===== config.mk =====
export PLATFORM = sky130hd
export DESIGN_NAME = pc_next_unit
export DESIGN_NICKNAME = d
export VERILOG_FILES = /design/src/rtl/pcu_pkg.sv /design/src/rtl/pcu_cond_eval.sv /design/src/rtl/pcu_target_gen.sv /design/src/rtl/pcu_next_sel.sv /design/src/rtl/pc_next_unit.sv
export SDC_FILE = /design/constraint.sdc
export NUM_CORES = 1
export LEC_CHECK = 0
export BUFFER_PORTS_ARGS = -buffer_cell sky130_fd_sc_hd__buf_4
export CAP_MARGIN = 25
export CORE_MARGIN = 1
export CORE_UTILIZATION = 30
export CTS_CLUSTER_SIZE = 20
export DETAILED_ROUTE_END_ITERATION = 7
export GPL_ROUTABILITY_DRIVEN = 0
export GPL_TIMING_DRIVEN = 0
export PLACE_DENSITY = 0.49
export RECOVER_POWER = 100
export SKIP_LAST_GASP = 1
export SYNTH_ARGS = -nofsm -noshare
export SYNTH_HDL_FRONTEND = slang
export SYNTH_HIERARCHICAL = 1
export SYNTH_SLANG_ARGS = --single-unit

===== constraint.sdc =====
create_clock -name clk -period 3.5 [get_ports clk]
set_clock_uncertainty 0.1 [all_clocks]
set_input_delay 0.35 -clock clk [delete_from_list [all_inputs] [get_ports clk]]
set_output_delay 0.35 -clock clk [all_outputs]
set_load 0.02 [all_outputs]

===== src/rtl/pcu_pkg.sv =====
package pcu_pkg;

    // Flow classes presented by the external decoder
    typedef enum logic [2:0] {
        CC_SEQ    = 3'd0,
        CC_JUMP   = 3'd1,
        CC_JAL    = 3'd2,
        CC_JREG   = 3'd3,
        CC_BRANCH = 3'd4
    } flow_class_e;

    // Next-address source selections
    typedef enum logic [1:0] {
        SRC_SEQ    = 2'd0,
        SRC_BRANCH = 2'd1,
        SRC_JUMP   = 2'd2,
        SRC_REG    = 2'd3
    } next_src_e;

    // Branch opcodes decoded inside the unit
    localparam logic [5:0] OPC_BLTZ = 6'd1;
    localparam logic [5:0] OPC_BEQ  = 6'd4;
    localparam logic [5:0] OPC_BNE  = 6'd5;

endpackage


===== src/rtl/pcu_cond_eval.sv =====
module pcu_cond_eval
    import pcu_pkg::*;
#(
    parameter int DATA_W = 32,
    parameter int OP_W   = 6
) (
    input  logic [OP_W-1:0]   opcode,
    input  logic [DATA_W-1:0] src_a,
    input  logic [DATA_W-1:0] src_b,
    output logic              cond_true
);

    localparam int SIGN_BIT = DATA_W - 1;

    logic ops_equal;
    logic a_negative;

    assign ops_equal  = (src_a == src_b);
    assign a_negative = src_a[SIGN_BIT];

    always_comb begin
        unique case (opcode)
            OP_W'(OPC_BEQ):  cond_true = ops_equal;
            OP_W'(OPC_BNE):  cond_true = !ops_equal;
            OP_W'(OPC_BLTZ): cond_true = a_negative;
            default:         cond_true = 1'b0;
        endcase
    end

endmodule


===== src/rtl/pcu_target_gen.sv =====
module pcu_target_gen #(
    parameter int ADDR_W = 32,
    parameter int TGT_W  = 26,
    parameter int IMM_W  = 16
) (
    input  logic [ADDR_W-1:0] cur_pc,
    input  logic [TGT_W-1:0]  jmp_field,
    input  logic [IMM_W-1:0]  imm_field,
    output logic [ADDR_W-1:0] seq_addr,
    output logic [ADDR_W-1:0] br_addr,
    output logic [ADDR_W-1:0] jmp_addr
);

    localparam int BYTE_SH = 2;
    localparam int HI_W    = ADDR_W - TGT_W - BYTE_SH;
    localparam int EXT_W   = ADDR_W - IMM_W - BYTE_SH;
    localparam logic [ADDR_W-1:0] STEP = ADDR_W'(1 << BYTE_SH);

    logic [ADDR_W-1:0] br_disp;

    assign seq_addr = cur_pc + STEP;

    // word offset, sign-extended, turned into bytes
    assign br_disp  = {{EXT_W{imm_field[IMM_W-1]}}, imm_field, {BYTE_SH{1'b0}}};
    assign br_addr  = seq_addr + br_disp;

    // upper bits come from the incremented PC
    assign jmp_addr = {seq_addr[ADDR_W-1 -: HI_W], jmp_field, {BYTE_SH{1'b0}}};

endmodule


===== src/rtl/pcu_next_sel.sv =====
module pcu_next_sel
    import pcu_pkg::*;
#(
    parameter int ADDR_W = 32
) (
    input  logic [2:0]        flow_code,
    input  logic              cond_true,
    input  logic [ADDR_W-1:0] seq_addr,
    input  logic [ADDR_W-1:0] br_addr,
    input  logic [ADDR_W-1:0] jmp_addr,
    input  logic [ADDR_W-1:0] reg_addr,
    output logic [ADDR_W-1:0] next_addr,
    output logic              link_req
);

    flow_class_e cls;
    next_src_e   src;

    assign cls = flow_class_e'(flow_code);

    // class to source selection
    always_comb begin
        link_req = 1'b0;
        unique case (cls)
            CC_JUMP:   src = SRC_JUMP;
            CC_JAL: begin
                src      = SRC_JUMP;
                link_req = 1'b1;
            end
            CC_JREG:   src = SRC_REG;
            CC_BRANCH: src = cond_true ? SRC_BRANCH : SRC_SEQ;
            default:   src = SRC_SEQ;
        endcase
    end

    // source to address
    always_comb begin
        unique case (src)
            SRC_BRANCH: next_addr = br_addr;
            SRC_JUMP:   next_addr = jmp_addr;
            SRC_REG:    next_addr = reg_addr;
            default:    next_addr = seq_addr;
        endcase
    end

endmodule


===== src/rtl/pc_next_unit.sv =====
module pc_next_unit
    import pcu_pkg::*;
#(
    parameter int ADDR_W = 32,
    parameter int TGT_W  = 26,
    parameter int IMM_W  = 16,
    parameter int OP_W   = 6,
    parameter logic [ADDR_W-1:0] RESET_PC = '0
) (
    input  logic              clk,
    input  logic              rst,
    input  logic              adv_en,
    input  logic [ADDR_W-1:0] instr,
    input  logic [ADDR_W-1:0] rs_data,
    input  logic [ADDR_W-1:0] rt_data,
    input  logic [2:0]        flow_class,
    output logic [ADDR_W-1:0] pc,
    output logic              link_we,
    output logic [ADDR_W-1:0] link_data
);

    localparam int OP_LSB = ADDR_W - OP_W;

    logic [ADDR_W-1:0] seq_addr;
    logic [ADDR_W-1:0] br_addr;
    logic [ADDR_W-1:0] jmp_addr;
    logic [ADDR_W-1:0] next_addr;
    logic              cond_true;
    logic              link_req;
    logic [OP_W-1:0]   opcode;

    assign opcode = instr[ADDR_W-1:OP_LSB];

    pcu_target_gen #(
        .ADDR_W (ADDR_W),
        .TGT_W  (TGT_W),
        .IMM_W  (IMM_W)
    ) u_tgen (
        .cur_pc    (pc),
        .jmp_field (instr[TGT_W-1:0]),
        .imm_field (instr[IMM_W-1:0]),
        .seq_addr  (seq_addr),
        .br_addr   (br_addr),
        .jmp_addr  (jmp_addr)
    );

    pcu_cond_eval #(
        .DATA_W (ADDR_W),
        .OP_W   (OP_W)
    ) u_cond (
        .opcode    (opcode),
        .src_a     (rs_data),
        .src_b     (rt_data),
        .cond_true (cond_true)
    );

    pcu_next_sel #(
        .ADDR_W (ADDR_W)
    ) u_sel (
        .flow_code (flow_class),
        .cond_true (cond_true),
        .seq_addr  (seq_addr),
        .br_addr   (br_addr),
        .jmp_addr  (jmp_addr),
        .reg_addr  (rs_data),
        .next_addr (next_addr),
        .link_req  (link_req)
    );

    // PC register
    always_ff @(posedge clk) begin
        if (rst) begin
            pc <= RESET_PC;
        end else if (adv_en) begin
            pc <= next_addr;
        end
    end

    assign link_we   = adv_en && link_req && !rst;
    assign link_data = seq_addr;

    // ---------------- assertions ----------------
    AST_RESET_LOAD: assert property (@(posedge clk)
        rst |=> (pc == RESET_PC)) else $error("reset load");

    AST_HOLD_STALL: assert property (@(posedge clk) disable iff (rst)
        !adv_en |=> $stable(pc)) else $error("pc moved while stalled");

    AST_SEQ_STEP: assert property (@(posedge clk) disable iff (rst)
        (adv_en && flow_class == 3'(CC_SEQ)) |=> (pc == $past(pc) + 32'd4))
        else $error("sequential step");

    AST_JREG_LOAD: assert property (@(posedge clk) disable iff (rst)
        (adv_en && flow_class == 3'(CC_JREG)) |=> (pc == $past(rs_data)))
        else $error("register jump");

    AST_BR_FALLTHRU: assert property (@(posedge clk) disable iff (rst)
        (adv_en && flow_class == 3'(CC_BRANCH) && opcode != OP_W'(OPC_BEQ)
         && opcode != OP_W'(OPC_BNE) && opcode != OP_W'(OPC_BLTZ))
        |=> (pc == $past(pc) + 32'd4)) else $error("unknown branch opcode taken");

    AST_LINK_ONLY_JAL: assert property (@(posedge clk) disable iff (rst)
        link_we |-> (adv_en && flow_class == 3'(CC_JAL))) else $error("stray link");

    AST_LINK_VALUE: assert property (@(posedge clk) disable iff (rst)
        link_we |-> (link_data == pc + 32'd4)) else $error("link value");

endmodule


==> impl_metrics.env <==
export IMPL_top_usage_layer="met2"
export IMPL_finalPower_mw=1.98
export IMPL_dr_pass1_iters=4
export IMPL_crit_path_start="pc[7]"
export IMPL_drv_cap=0
export IMPL_yosysMostFrequentCell="nor2_1"
export IMPL_async_flop_share_pct=0
export IMPL_antenna_found_initial=0
export IMPL_regArea_um2=683
export IMPL_root_buffer="clkbuf_16"
export IMPL_violations="negative setup slack"
export IMPL_met2_usage_pct=39.6
export IMPL_rr_startpoint="pc[7]"
export IMPL_yosys_top_cells_count="53 x nor2_1, 48 x xor2_1, 38 x and3_1, 38 x xnor2_1, 37 x buf_4"
export IMPL_top_regs="pc: 32 flops"
export IMPL_grt_pass1_vias=5726
export IMPL_worstSetupPathType="reg2reg"
export IMPL_rrSetupSlack_ps=-90
export IMPL_clock_fmax_ghz=0.278
export IMPL_clock_sinks=32
export IMPL_synth_edff_count=0
export IMPL_rows=49
export IMPL_critPathCaptureType="flop"
export IMPL_dp_cells=1031
export IMPL_p_per_area_nw_per_um2=241
export IMPL_core_um2=18000
export IMPL_clk_pin_slew_ps=60
export IMPL_min_from="rst"
export IMPL_grt_max_degree=17
export IMPL_overflow=0
export IMPL_r2r_end="pc[28]"
export IMPL_rr_worst_depth=19
export IMPL_clkLatencyLatePin_ps=300
export IMPL_hpwlAfterDp_um=17500
export IMPL_synthesis_area_um2=5520
export IMPL_gr_usage_met3_pct=3.35
export IMPL_final_cells=1091
export IMPL_synth_top_area_share_pct=11.6
export IMPL_status="complete, but fails checks"
export IMPL_ctsHoldBuffers=0
export IMPL_via_per_inst=5.24
export IMPL_fp_dieH_um=138
export IMPL_port_buffers=152
export IMPL_yosysSeqAreaShare_pct=11.6
export IMPL_syn_inst=649
export IMPL_crit_fanout=5
export IMPL_ys_top_cells_by_area="dfxtp_1 12%, a2bb2oi_2 8.2%, xor2_1 7.6%"
export IMPL_setup_viol=5
export IMPL_holdPathStages=2
export IMPL_slew_headroom_pct=47.7
export IMPL_yosys_warnings=6
export IMPL_initial_core_util_pct=30.6
export IMPL_peakVddDrop_v=0.000168
export IMPL_leakage_nw=3.77
export IMPL_drt_iter0_markers=252
export IMPL_syn_to_final_growth_pct=49.0
export IMPL_die_w_um=138
export IMPL_cp_data_arrival_time_ps=3670
export IMPL_required_ps=3580
export IMPL_detail_route_antenna_nets=0
export IMPL_slew_viol_final=0
export IMPL_worst_slew_pin_slew_ps=778
export IMPL_ys_ff_latch=32
export IMPL_routed_wl_um=22100
export IMPL_yosys_area_top_type="dfxtp_1"
export IMPL_ys_flop_type="dfxtp_1"
export IMPL_ios=167
export IMPL_cts_max_level=2
export IMPL_multiInputGateArea_um2=4930
export IMPL_n_antenna_cell=0
export IMPL_grt_total_usage_pct=23.2
export IMPL_met1_usage_pct=29.4
export IMPL_setup_ws_ps=-92.7
export IMPL_fillCellCount=1837
export IMPL_avgSynthCellArea_um2=8.51
export IMPL_worstHoldEndpoint="pc[31]"
export IMPL_largest_reg_flops=32
export IMPL_wl_per_cell_um=20.2
export IMPL_cts_inserted_buffers=5
export IMPL_min_path_type="in2reg"
export IMPL_fin_crit_ps=3590
export IMPL_grt_pass1_wl_um=32900
export IMPL_die_area_um2=19000
export IMPL_final_net_count=997
export IMPL_post_route_period_util_pct=103
export IMPL_cts_buffer_depth=2
export IMPL_worstSetupStartpointType="flop"
export IMPL_hold_viol_final=0
export IMPL_vias=5719
export IMPL_rsz0062_at_grt="yes"
export IMPL_drc=0
export IMPL_cts_tree="done"
export IMPL_top_register="pc"
export IMPL_yosysUniqueCellTypes=59
export IMPL_drive_gt1_share_pct=52.9
cells by family (layout without fill, tap and decap cells):
kind of cell / after synthesis / count (layout) / synth area share (%)
AO/OA/AOI/OAI: 148 / 148 / 25.2
XOR/XNOR: 88 / 88 / 14.2
adder cells (fa/ha/maj): 34 / 34 / 7.84
buffers and inverters: 83 / 295 / 11.4
flip-flops: 32 / 32 / 11.6
multiplexers: 34 / 34 / 6.16
other: 1 / 2 / 0.0679
AND/OR/NAND/NOR: 229 / 229 / 23.5
area by class of cell:
| class | count | area share, % |
|---|---|---|
| Clock buffer | 7 | 1.61 |
| Multi-Input combinational cell | 535 | 59.9 |
| Inverter | 8 | 0.365 |
| Tap cell | 229 | 3.48 |
| Sequential cell | 32 | 8.30 |
| Clock inverter | 1 | 0.0456 |
| Timing Repair Buffer | 210 | 19.4 |
| Buffer | 69 | 6.92 |
through the flow:
stage / setup slack, ps / hold WS (ps) / utilization, % / area, um2 / TNS, ps
6_report: -92.7 / 242 / 45.7 / 8230 / -262
5_1_grt: -253 / 245 / 45.7 / 8230 / -1590
4_1_cts: -114 / 243 / 43.6 / 7860 / -253
3_5_place_dp: -626 / 437 / 39.7 / 7160 / -5180
3_3_place_gp: -569 / 418 / 39.7 / 7160 / -4490
2_1_floorplan: -195 / 443 / - / 5740 / -505
worst max path at each step:
stage          endpoint  slack [ps]  cells past startpoint
4_1_cts          pc[28]        -110                     19
5_1_grt          pc[28]        -250                     19
3_3_place_gp     pc[30]        -570                     21
3_5_place_dp     pc[30]        -630                     21
6_report         pc[28]         -90                     19
2_1_floorplan    pc[30]        -200                     21
layout by cell type, fill, tap and decap left out, types with 5 or more instances in the layout:
| master | n |
|---|---|
| dfxtp_1 | 12 |
| xnor2_4 | 5 |
| a2bb2oi_2 | 32 |
| nor2_1 | 48 |
| clkbuf_1 | 15 |
| inv_1 | 8 |
| clkbuf_16 | 5 |
| o21ai_0 | 8 |
| xnor2_1 | 21 |
| mux2i_1 | 34 |
| and3_4 | 5 |
| and3_1 | 36 |
| a21o_1 | 6 |
| dfxtp_4 | 7 |
| dfxtp_2 | 13 |
| ha_1 | 17 |
| nand3b_1 | 32 |
| nand2_2 | 5 |
| nand3_1 | 19 |
| ha_4 | 12 |
| nand4_1 | 13 |
| buf_6 | 11 |
| nor4_1 | 10 |
| o22ai_2 | 30 |
| buf_2 | 5 |
| xnor2_2 | 13 |
| buf_4 | 243 |
| a21oi_2 | 13 |
| nand2_1 | 25 |
| a21oi_1 | 19 |
| buf_12 | 7 |
| xor2_1 | 43 |
per-layer routing:
| metal | up-vias | wire, um |
|---|---|---|
| met1 | 2764 | 9370 |
| met5 | - | 0 |
| met3 | 33 | 1180 |
| met4 | 0 | 740 |
| li1 | 2768 | - |
| met2 | 154 | 10800 |
repair_timing:
item | in CTS | in global routing
setup buffers | 35 | 23
pin swaps | 41 | 45
endpoints found under the setup margin | 17 | 16
gates resized for setup | 70 | 39
power breakdown:
group | leakage [nW] | internal, mW | switching [mW]
registers | 0.272 | 0.389 | 0.0446
logic | 3.43 | 0.536 | 0.566
clock network | 0.0655 | 0.262 | 0.182
worst max-delay path, stage by stage, from the launching register on:
cell	delay, ps
dfxtp_4	340
and4_4	230
and3_4	200
and2_4	200
and2_4	180
nand2_4	70
nor2_4	160
xor2_4	210
ha_4	250
a21o_1	150
a21o_1	160
a21oi_2	150
o21ai_2	90
a31oi_4	240
mux2i_1	210
nand3_1	100
o22ai_2	160
a2bb2oi_2	60
mux2i_1	140
nor2_1	60
Power figures use the tool's default switching activity.
